==> src/rtl/slat_pkg.sv <==
package slat_pkg;

   typedef enum logic [2:0] {
      ST_IDLE,
      ST_L1_REQ,
      ST_L1_WAIT,
      ST_L2_REQ,
      ST_L2_WAIT
   } walk_st_t;

endpackage

==> src/rtl/slat_tlb.sv <==
module slat_tlb #(
   parameter int PN_W  = 20,
   parameter int DEPTH = 16
) (
   input  logic            clk,
   input  logic            rst_n,
   input  logic            flush,
   input  logic [PN_W-1:0] lk_vpn,
   output logic            lk_hit,
   output logic [PN_W-1:0] lk_ppn,
   input  logic            fill_en,
   input  logic [PN_W-1:0] fill_vpn,
   input  logic [PN_W-1:0] fill_ppn
);

   localparam int IDX_W = (DEPTH > 1) ? $clog2(DEPTH) : 1;
   localparam logic [IDX_W-1:0] LAST = IDX_W'(DEPTH - 1);

   generate
      if (DEPTH < 2) begin : g_bad_depth
         $error("slat_tlb: DEPTH must be at least 2");
      end
   endgenerate

   logic [DEPTH-1:0] valid_q;
   logic [PN_W-1:0]  vpn_q [DEPTH];
   logic [PN_W-1:0]  ppn_q [DEPTH];
   logic [DEPTH-1:0] match;
   logic [IDX_W-1:0] victim_q;

   for (genvar i = 0; i < DEPTH; i++) begin : g_cmp
      assign match[i] = valid_q[i] && (vpn_q[i] == lk_vpn);
   end

   always_comb begin
      lk_ppn = '0;
      for (int i = 0; i < DEPTH; i++) begin
         if (match[i]) lk_ppn = lk_ppn | ppn_q[i];
      end
   end
   assign lk_hit = |match;

   always_ff @(posedge clk or negedge rst_n) begin
      if (!rst_n) begin
         valid_q  <= '0;
         victim_q <= '0;
         for (int i = 0; i < DEPTH; i++) begin
            vpn_q[i] <= '0;
            ppn_q[i] <= '0;
         end
      end else if (flush) begin
         valid_q  <= '0;
         victim_q <= '0;
      end else if (fill_en) begin
         valid_q[victim_q] <= 1'b1;
         vpn_q[victim_q]   <= fill_vpn;
         ppn_q[victim_q]   <= fill_ppn;
         victim_q          <= (victim_q == LAST) ? '0 : victim_q + 1'b1;
      end
   end


   flush_clears_chk: assert property (@(posedge clk) disable iff (!rst_n)
      flush |=> (valid_q == '0));


   single_match_chk: assert property (@(posedge clk) disable iff (!rst_n)
      $onehot0(match));

endmodule

==> src/rtl/slat_walker.sv <==
module slat_walker
   import slat_pkg::*;
#(
   parameter int AW    = 32,
   parameter int TOP_W = 10,
   parameter int MID_W = 10,
   parameter int OFF_W = 12
) (
   input  logic               clk,
   input  logic               rst_n,
   input  logic               req_valid,
   input  logic [AW-1:0]      req_addr,
   input  logic               req_write,
   output logic               req_ready,
   input  logic [AW-1:0]      base_q,
   input  logic               stale,
   input  logic               tlb_hit,
   input  logic [AW-OFF_W-1:0] tlb_ppn,
   output logic               fill_en,
   output logic [AW-OFF_W-1:0] fill_vpn,
   output logic [AW-OFF_W-1:0] fill_ppn,
   output logic               mem_req,
   output logic [AW-1:0]      mem_addr,
   input  logic               mem_valid,
   input  logic [AW-1:0]      mem_rdata,
   output logic               rsp_valid,
   output logic [AW-1:0]      rsp_paddr,
   output logic               rsp_fault,
   output logic               rsp_write
);

   localparam int PN_W = AW - OFF_W;

   walk_st_t        st_q;
   logic [AW-1:0]   addr_q;
   logic            wr_q;
   logic [PN_W-1:0] ptr_q;
   logic            drop_q;

   logic [TOP_W-1:0] top_idx;
   logic [MID_W-1:0] mid_idx;
   logic [AW-1:0]    l1_addr;
   logic [AW-1:0]    l2_addr;
   logic             unused_bits;

   assign top_idx     = addr_q[AW-1 -: TOP_W];
   assign mid_idx     = addr_q[OFF_W+MID_W-1 -: MID_W];
   assign l1_addr     = base_q + (AW'(top_idx) << 2);
   assign l2_addr     = {ptr_q, {OFF_W{1'b0}}} + (AW'(mid_idx) << 2);
   assign unused_bits = ^mem_rdata[OFF_W-1:1];

   assign req_ready = (st_q == ST_IDLE);
   assign mem_req   = (st_q == ST_L1_REQ) || (st_q == ST_L2_REQ);
   assign mem_addr  = (st_q == ST_L1_REQ || st_q == ST_L1_WAIT) ? l1_addr : l2_addr;

   assign fill_en  = (st_q == ST_L2_WAIT) && mem_valid && mem_rdata[0] && !drop_q && !stale;
   assign fill_vpn = addr_q[AW-1:OFF_W];
   assign fill_ppn = mem_rdata[AW-1:OFF_W];

   always_ff @(posedge clk or negedge rst_n) begin
      if (!rst_n) begin
         st_q      <= ST_IDLE;
         addr_q    <= '0;
         wr_q      <= 1'b0;
         ptr_q     <= '0;
         drop_q    <= 1'b0;
         rsp_valid <= 1'b0;
         rsp_paddr <= '0;
         rsp_fault <= 1'b0;
         rsp_write <= 1'b0;
      end else begin
         rsp_valid <= 1'b0;
         if (stale) drop_q <= 1'b1;
         case (st_q)
            ST_IDLE: begin
               if (req_valid) begin
                  addr_q <= req_addr;
                  wr_q   <= req_write;
                  drop_q <= stale;
                  if (tlb_hit) begin
                     rsp_valid <= 1'b1;
                     rsp_fault <= 1'b0;
                     rsp_paddr <= {tlb_ppn, req_addr[OFF_W-1:0]};
                     rsp_write <= req_write;
                  end else begin
                     st_q <= ST_L1_REQ;
                  end
               end
            end
            ST_L1_REQ: st_q <= ST_L1_WAIT;
            ST_L1_WAIT: begin
               if (mem_valid) begin
                  if (!mem_rdata[0]) begin
                     rsp_valid <= 1'b1;
                     rsp_fault <= 1'b1;
                     rsp_paddr <= '0;
                     rsp_write <= wr_q;
                     st_q      <= ST_IDLE;
                  end else begin
                     ptr_q <= mem_rdata[AW-1:OFF_W];
                     st_q  <= ST_L2_REQ;
                  end
               end
            end
            ST_L2_REQ: st_q <= ST_L2_WAIT;
            ST_L2_WAIT: begin
               if (mem_valid) begin
                  rsp_valid <= 1'b1;
                  rsp_write <= wr_q;
                  rsp_fault <= !mem_rdata[0];
                  rsp_paddr <= mem_rdata[0] ? {mem_rdata[AW-1:OFF_W], addr_q[OFF_W-1:0]} : '0;
                  st_q      <= ST_IDLE;
               end
            end
            default: st_q <= ST_IDLE;
         endcase
      end
   end


   mem_req_pulse_chk: assert property (@(posedge clk) disable iff (!rst_n)
      mem_req |=> !mem_req);


   busy_not_ready_chk: assert property (@(posedge clk) disable iff (!rst_n)
      mem_req |-> !req_ready);


   hit_resp_chk: assert property (@(posedge clk) disable iff (!rst_n)
      (req_valid && req_ready && tlb_hit) |=> (rsp_valid && !rsp_fault));


   fault_zero_chk: assert property (@(posedge clk) disable iff (!rst_n)
      (rsp_valid && rsp_fault) |-> (rsp_paddr == '0));


   offset_keep_chk: assert property (@(posedge clk) disable iff (!rst_n)
      (rsp_valid && !rsp_fault) |-> (rsp_paddr[OFF_W-1:0] == addr_q[OFF_W-1:0]));

endmodule

==> src/rtl/slat_xlate.sv <==
module slat_xlate #(
   parameter int AW        = 32,
   parameter int TOP_W     = 10,
   parameter int MID_W     = 10,
   parameter int OFF_W     = 12,
   parameter int TLB_DEPTH = 16
) (
   input  logic          clk,
   input  logic          rst_n,
   input  logic          req_valid,
   input  logic [AW-1:0] req_addr,
   input  logic          req_write,
   output logic          req_ready,
   output logic          rsp_valid,
   output logic [AW-1:0] rsp_paddr,
   output logic          rsp_fault,
   output logic          rsp_write,
   output logic          mem_req,
   output logic [AW-1:0] mem_addr,
   input  logic          mem_valid,
   input  logic [AW-1:0] mem_rdata,
   input  logic          base_load,
   input  logic [AW-1:0] base_value,
   input  logic          flush
);

   localparam int PN_W = AW - OFF_W;

   generate
      if (TOP_W + MID_W + OFF_W != AW) begin : g_bad_split
         $error("slat_xlate: index and offset widths must sum to AW");
      end
      if (TOP_W + 2 > OFF_W || MID_W + 2 > OFF_W) begin : g_bad_table
         $error("slat_xlate: a table of words must fit in one page");
      end
   endgenerate

   logic [AW-1:0]   base_q;
   logic            flush_all;
   logic            tlb_hit;
   logic [PN_W-1:0] tlb_ppn;
   logic            fill_en;
   logic [PN_W-1:0] fill_vpn;
   logic [PN_W-1:0] fill_ppn;

   assign flush_all = flush || base_load;

   always_ff @(posedge clk or negedge rst_n) begin
      if (!rst_n)         base_q <= '0;
      else if (base_load) base_q <= base_value;
   end

   slat_tlb #(
      .PN_W  (PN_W),
      .DEPTH (TLB_DEPTH)
   ) u_tlb (
      .clk      (clk),
      .rst_n    (rst_n),
      .flush    (flush_all),
      .lk_vpn   (req_addr[AW-1:OFF_W]),
      .lk_hit   (tlb_hit),
      .lk_ppn   (tlb_ppn),
      .fill_en  (fill_en),
      .fill_vpn (fill_vpn),
      .fill_ppn (fill_ppn)
   );

   slat_walker #(
      .AW    (AW),
      .TOP_W (TOP_W),
      .MID_W (MID_W),
      .OFF_W (OFF_W)
   ) u_walk (
      .clk       (clk),
      .rst_n     (rst_n),
      .req_valid (req_valid),
      .req_addr  (req_addr),
      .req_write (req_write),
      .req_ready (req_ready),
      .base_q    (base_q),
      .stale     (flush_all),
      .tlb_hit   (tlb_hit),
      .tlb_ppn   (tlb_ppn),
      .fill_en   (fill_en),
      .fill_vpn  (fill_vpn),
      .fill_ppn  (fill_ppn),
      .mem_req   (mem_req),
      .mem_addr  (mem_addr),
      .mem_valid (mem_valid),
      .mem_rdata (mem_rdata),
      .rsp_valid (rsp_valid),
      .rsp_paddr (rsp_paddr),
      .rsp_fault (rsp_fault),
      .rsp_write (rsp_write)
   );


   base_load_chk: assert property (@(posedge clk) disable iff (!rst_n)
      base_load |=> (base_q == $past(base_value)));

endmodule

==> config.mk <==
export PLATFORM = sky130hd
export DESIGN_NAME = slat_xlate
export DESIGN_NICKNAME = d
export VERILOG_FILES = /design/src/rtl/slat_pkg.sv /design/src/rtl/slat_tlb.sv /design/src/rtl/slat_walker.sv /design/src/rtl/slat_xlate.sv
export SDC_FILE = /design/constraint.sdc
export NUM_CORES = 2
export LEC_CHECK = 0
export BUFFER_PORTS_ARGS = -buffer_cell sky130_fd_sc_hd__buf_2
export CAP_MARGIN = 40
export CORE_AREA = 3 3 311 282
export CTS_BUF_LIST = sky130_fd_sc_hd__clkbuf_8
export CTS_CLUSTER_DIAMETER = 200
export DETAILED_ROUTE_END_ITERATION = 10
export DIE_AREA = 0 0 314 285
export SLEW_MARGIN = 0
export SYNTH_ARGS = -nofsm -noshare
export SYNTH_HDL_FRONTEND = slang
export SYNTH_HIERARCHICAL = 1
export SYNTH_SLANG_ARGS = --single-unit
==> constraint.sdc <==
create_clock -name clk -period 4.3 [get_ports clk]
set_clock_uncertainty 0.1 [all_clocks]
set_input_delay 0.215 -clock clk [delete_from_list [all_inputs] [get_ports clk]]
set_output_delay 0.215 -clock clk [all_outputs]
set_load 0.05 [all_outputs]
Yosys cells after proc, flatten, opt, wreduce, memory -nomap -nowiden
Index checks and enable logic that the tools add are counted.
{"block": "word_totals", "regBits": 784, "in_bits": 103, "output_inout_bits": 69, "elab_cells": 195}
{"block": "classes", "add_sub_neg": 3, "magnitude_cmp": 4, "n_eq_ne": 27, "n_mux": 62, "bitwise_logic": 18, "n_reduce_logical": 37}
{"operator": "bitwise mux 320 bit", "n": 2}
{"operator": "two-way mux 20 bit", "n": 17}
{"operator": "== test 20 bit", "n": 16}
{"operator": "OR 20 bit", "n": 15}
{"operator": "two-way mux 32 bit", "n": 7}
{"operator": "one-hot mux 32 bit (3 select lines)", "n": 1}
{"operator": "demux 20 bit (select 4 bit)", "n": 1}
{"operator": "adder 32 x 12 -> 32 bit", "n": 2}
{"operator": "two-way mux 16 bit", "n": 2}
{"operator": "logical AND 1 bit", "n": 22}
{"operator": "two-way mux 1 bit", "n": 19}
{"operator": "OR 16 bit", "n": 1}
{"operator": "OR reduction 16 bit", "n": 1}
{"operator": "one-hot mux 3 bit (5 select lines)", "n": 1}
{"operator": "two-way mux 3 bit", "n": 4}
{"operator": "two-way mux 4 bit", "n": 3}
{"operator": "!= test 2 bit (second input constant)", "n": 5}
{"operator": "one-hot mux 1 bit (3 select lines)", "n": 3}
{"operator": "== test 3 x 2 -> 1 bit (second input constant)", "n": 2}
{"operator": "AND reduction 6 bit", "n": 1}
{"operator": "greater-or-equal comparator 5 bit (second input constant)", "n": 1}
{"operator": "< comparator 4 x 5 -> 1 bit (second input constant)", "n": 1}
{"operator": "< comparator 5 x 1 -> 1 bit (second input constant)", "n": 1}
{"operator": "inverter 4 -> 5 bit", "n": 1}
{"operator": "other kinds (17)", "n": 22}

Logic depth before layout (Yosys ltp)
{"block": "logic_depth", "depth_word": 36, "depth_mapped": 14, "mapped_depth_nobuf": 9}

Hierarchy
Netlist, hierarchy kept.
{"mod": "slat_tlb", "n_inst": 1, "cells_each": 2461, "area_per_inst_um2": 31345.1, "seq_area_each_um2": 16515.8}
{"mod": "slat_walker", "n_inst": 1, "cells_each": 553, "area_per_inst_um2": 5353.9, "seq_area_each_um2": 2302.2}
{"mod": "slat_xlate", "n_inst": 1, "cells_each": 69, "area_per_inst_um2": 1347.5, "seq_area_each_um2": 800.8}

Worst setup path before layout
No wires, ideal clock.
{"block": "synth_timing", "kind": "flip-flop to output port", "startpoint": "register base_q[2]", "endpoint": "output mem_addr[18]", "t_arrival_ps": 3000, "required_time_ps": 3985, "path_slack_ps": 985, "stages_incl_launch_ff": 9, "path_buffers": 0, "cell_sequence": "dfrtp_1 > ha_1 > fa_1 > a21oi_1 > o22ai_1 > o31ai_4 > nor3_1 > xnor2_1 > o21ai_0"}
{"block": "synth_between", "elab_chain_cells": 2}
{"item": "start: declaration", "line": "slat_xlate.sv:38", "source": "logic [AW-1:0] base_q;"}
{"item": "start signal: assignment", "line": "slat_xlate.sv:50", "source": "else if (base_load) base_q <= base_value;"}
{"item": "adder 32 x 12 -> 32 bit", "line": "slat_walker.sv:48", "source": "assign l1_addr = base_q + (AW'(top_idx) << 2);"}
{"item": "two-way mux 32 bit", "line": "slat_walker.sv:54", "source": "assign mem_addr = (st_q == ST_L1_REQ || st_q == ST_L1_WAIT) ? l1_addr : l2_addr;"}
{"item": "end: declaration", "line": "slat_xlate.sv:19", "source": "output logic [AW-1:0] mem_addr,"}
No other way between the ends.

Worst setup path in the final report
Same ends and word-level chain as after synthesis.

==> impl_metrics.json <==
{
  "status": "finished clean",
  "syn_area_sq_mm": 0.0380,
  "ios": 172,
  "wl_um": 117000,
  "cap_violations": 0,
  "cts.clk_slew.worst_paths_ns": 0.06,
  "die_w_um": 314,
  "ys_ff_latch": 784,
  "drt_first_pass_iters": 5,
  "antenna_found_initial": 4,
  "insertion_delay_ns": 0.80,
  "async_flop_share_pct": 100,
  "report.final.hold_viol_count": 0,
  "power_density_mw_per_mm2": 484,
  "ir_drop_mv": 0.473,
  "critPathLaunchType": "register",
  "place_area_sq_mm": 0.0400,
  "die_area_sq_mm": 0.0895,
  "nNetsFinal": 3437,
  "cts_tree": "done",
  "die_h_um": 285,
  "grt_overflow": 0,
  "slew_violations": 0,
  "drive_gt1_share_pct": 32.6,
  "io_buffers": 160,
  "fin_ws_ns": 0.281,
  "initial_core_util_pct": 45.0,
  "fin_area_sq_mm": 0.0437,
  "reg2reg_from": "u_walk/st_q[1]",
  "route.detailed.drc": 0,
  "num_vias": 26900,
  "end_kind": "primary output",
  "grt_setup_unrepaired": "no",
  "whs_ns": 0.0143,
  "cp_max_fo": 10,
  "numCtsBuffers": 136,
  "worstHoldPathType": "input pin to async pin",
  "critPathRequiredTime_ns": 3.98,
  "cts_resized": 0,
  "tightest_slew_ns": 0.969,
  "synth_warnings": 6,
  "rows": 101,
  "routed_via_density": 5.90,
  "path_class": "register to primary output",
  "cts.path.max_buffers": 3,
  "ant_nets": 0,
  "pre_cts_ws_ns": 0.521,
  "layout_common_cells": "dfrtp_1 (784), mux2_2 (534), nand3_1 (316), xnor2_1 (281), nand4_1 (176)",
  "seq_area_sq_mm": 0.0196,
  "gp_congestion": 0.879,
  "min_period_ns": 4.02,
  "multi_input_area_sq_mm": 0.0168,
  "cp.arrival_ns": 3.70,
  "cts-root-buf": "clkbuf_8",
  "area_growth_pct": 15.0,
  "synth_flop_cell": "dfrtp_1",
  "grt_pass1_wl_um": 177000,
  "grt_use_met2_pct": 41.5,
  "synth_edf_count": 0,
  "grt_pass1_vias": 28300,
  "setup_viol": 0,
  "period_share_pct": 93.5,
  "use_met3_pct": 6.44,
  "grtUsageTotal_pct": 26.1,
  "grt_max_degree": 105,
  "cts.sinks": 784,
  "tns_ns": 0,
  "core_area_sq_mm": 0.0845,
  "fillers": 7107,
  "grt_util_met1_pct": 34.5,
  "r2r_cells": 8,
  "hpwl_um": 74300,
  "grt.busiest_layer": "met2",
  "seq_area_frac_synth_pct": 51.6,
  "drtIter0Drc": 2330,
  "synth_fp_nets": 3201,
  "reg2reg_slack_ns": 0.52,
  "r2r_end": "u_tlb/vpn_q[232]",
  "p_leak_nw": 20.8,
  "relSlewSlack_pct": 35.4,
  "max_freq_mhz": 249,
  "wl_per_cell_um": 25.8,
  "syn_inst": 3083,
  "final_common_cell": "dfrtp_1",
  "h-tree-depth": 4,
  "ys_types": 63,
  "syn_avg_cell_area_sq_um": 12.3
}
[critical path: stages (launching register included)]
cell	delay, ns
dfrtp_1	0.39
ha_1	0.24
fa_1	0.42
a21oi_1	0.21
o22ai_1	0.19
o31ai_4	0.52
nor3_1	0.14
xnor2_1	0.15
o21ai_0	0.32
buf_2	0.34
[kinds of logic (layout without fill, tap and decap cells)]
group	after synthesis	after routing	share of synthesized area, %
flip-flops	784	784	51.6
AND/OR/NAND/NOR	738	738	10.5
multiplexers	728	728	21.8
XOR/XNOR	336	336	7.75
buffers and inverters	312	640	5.00
AO/OA/AOI/OAI	170	170	2.82
adder cells (fa/ha/maj)	15	15	0.513
other	0	5	0
[how the worst max path moves through the flow]
stage / end / cells after the start / start / slack (ns)
2_1_floorplan: mem_addr[18] / 8 / base_q[2] / 0.99
3_3_place_gp: u_walk/rsp_paddr[15] / 13 / req_addr[27] / 0.50
3_5_place_dp: u_walk/rsp_paddr[18] / 13 / req_addr[27] / 0.52
4_1_cts: mem_addr[18] / 9 / base_q[2] / 0.24
5_1_grt: mem_addr[17] / 8 / base_q[6] / 0.03
6_report: mem_addr[18] / 9 / base_q[2] / 0.28
[state kept, by name, summed over array words and instances, names as in the netlist, 3 cells and up]
| signal | cells |
|---|---|
| u_tlb/ppn_q | 320 |
| u_tlb/vpn_q | 320 |
| base_q | 32 |
| u_walk/addr_q | 32 |
| u_walk/rsp_paddr | 32 |
| u_walk/ptr_q | 20 |
| u_tlb/valid_q | 16 |
| u_tlb/victim_q | 4 |
| u_walk/st_q | 3 |
[power breakdown]
group	total (mW)	leakage [nW]	switching, mW	internal (mW)
Combinational	6.08	8.57	4.48	1.60
Clock	6.89	1.55	3.09	3.80
Sequential	8.18	10.7	0.329	7.85
[Yosys cell counts (7+ instances only)]
library cell / number / share of area (%)
and3_4: 7 / 0.21
mux2_1: 161 / 4.8
buf_4: 57 / 1.1
nand3_1: 320 / 4.2
nand4_1: 176 / 2.9
buf_6: 25 / 0.74
inv_1: 17 / 0.17
and3_1: 11 / 0.18
o21ai_0: 36 / 0.47
mux2_4: 29 / 1.1
clkbuf_1: 79 / 0.78
or4_1: 21 / 0.41
buf_2: 108 / 1.4
a21o_1: 17 / 0.34
buf_8: 10 / 0.39
ha_1: 14 / 0.46
nor3_1: 12 / 0.16
nor2_1: 61 / 0.60
mux2_2: 534 / 16
a22oi_1: 37 / 0.73
xnor2_1: 281 / 6.5
a21oi_1: 50 / 0.66
xor2_1: 54 / 1.2
dfrtp_1: 784 / 52
nor4_1: 26 / 0.43
nand2_1: 65 / 0.64
buf_1: 8 / 0.079
[area by class of cell]
type | instances | share of cell area [%]
repair buffers | 391 | 7.03
flip-flops and latches | 784 | 44.9
diodes | 5 | 0.0286
clock buffers | 173 | 5.44
clock inverters | 57 | 0.864
multi-input cells | 1987 | 38.4
well taps | 1133 | 3.24
inverters | 19 | 0.163
[per-stage QoR]
step	total power, mW	util, %	instances
floorplan	12.1	-	3083
global placement	14.0	47.2	4211
detailed placement	14.2	47.3	4215
CTS	21.3	51.7	4544
global route	22.0	51.7	4545
finish	21.2	51.7	4549
[layer usage]
metal	share of wire, %	vias to the layer above
met5	0.011	-
met1	42	13900
met3	7.9	267
met4	3.2	2
met2	47	1166
li1	-	11500
[what timing repair did]
item	in CTS	in global routing
hold buffers	99	0
buffers inserted	0	0
endpoints found under the hold margin	519	0
Note: power is estimated with default switching activity, not from simulation.
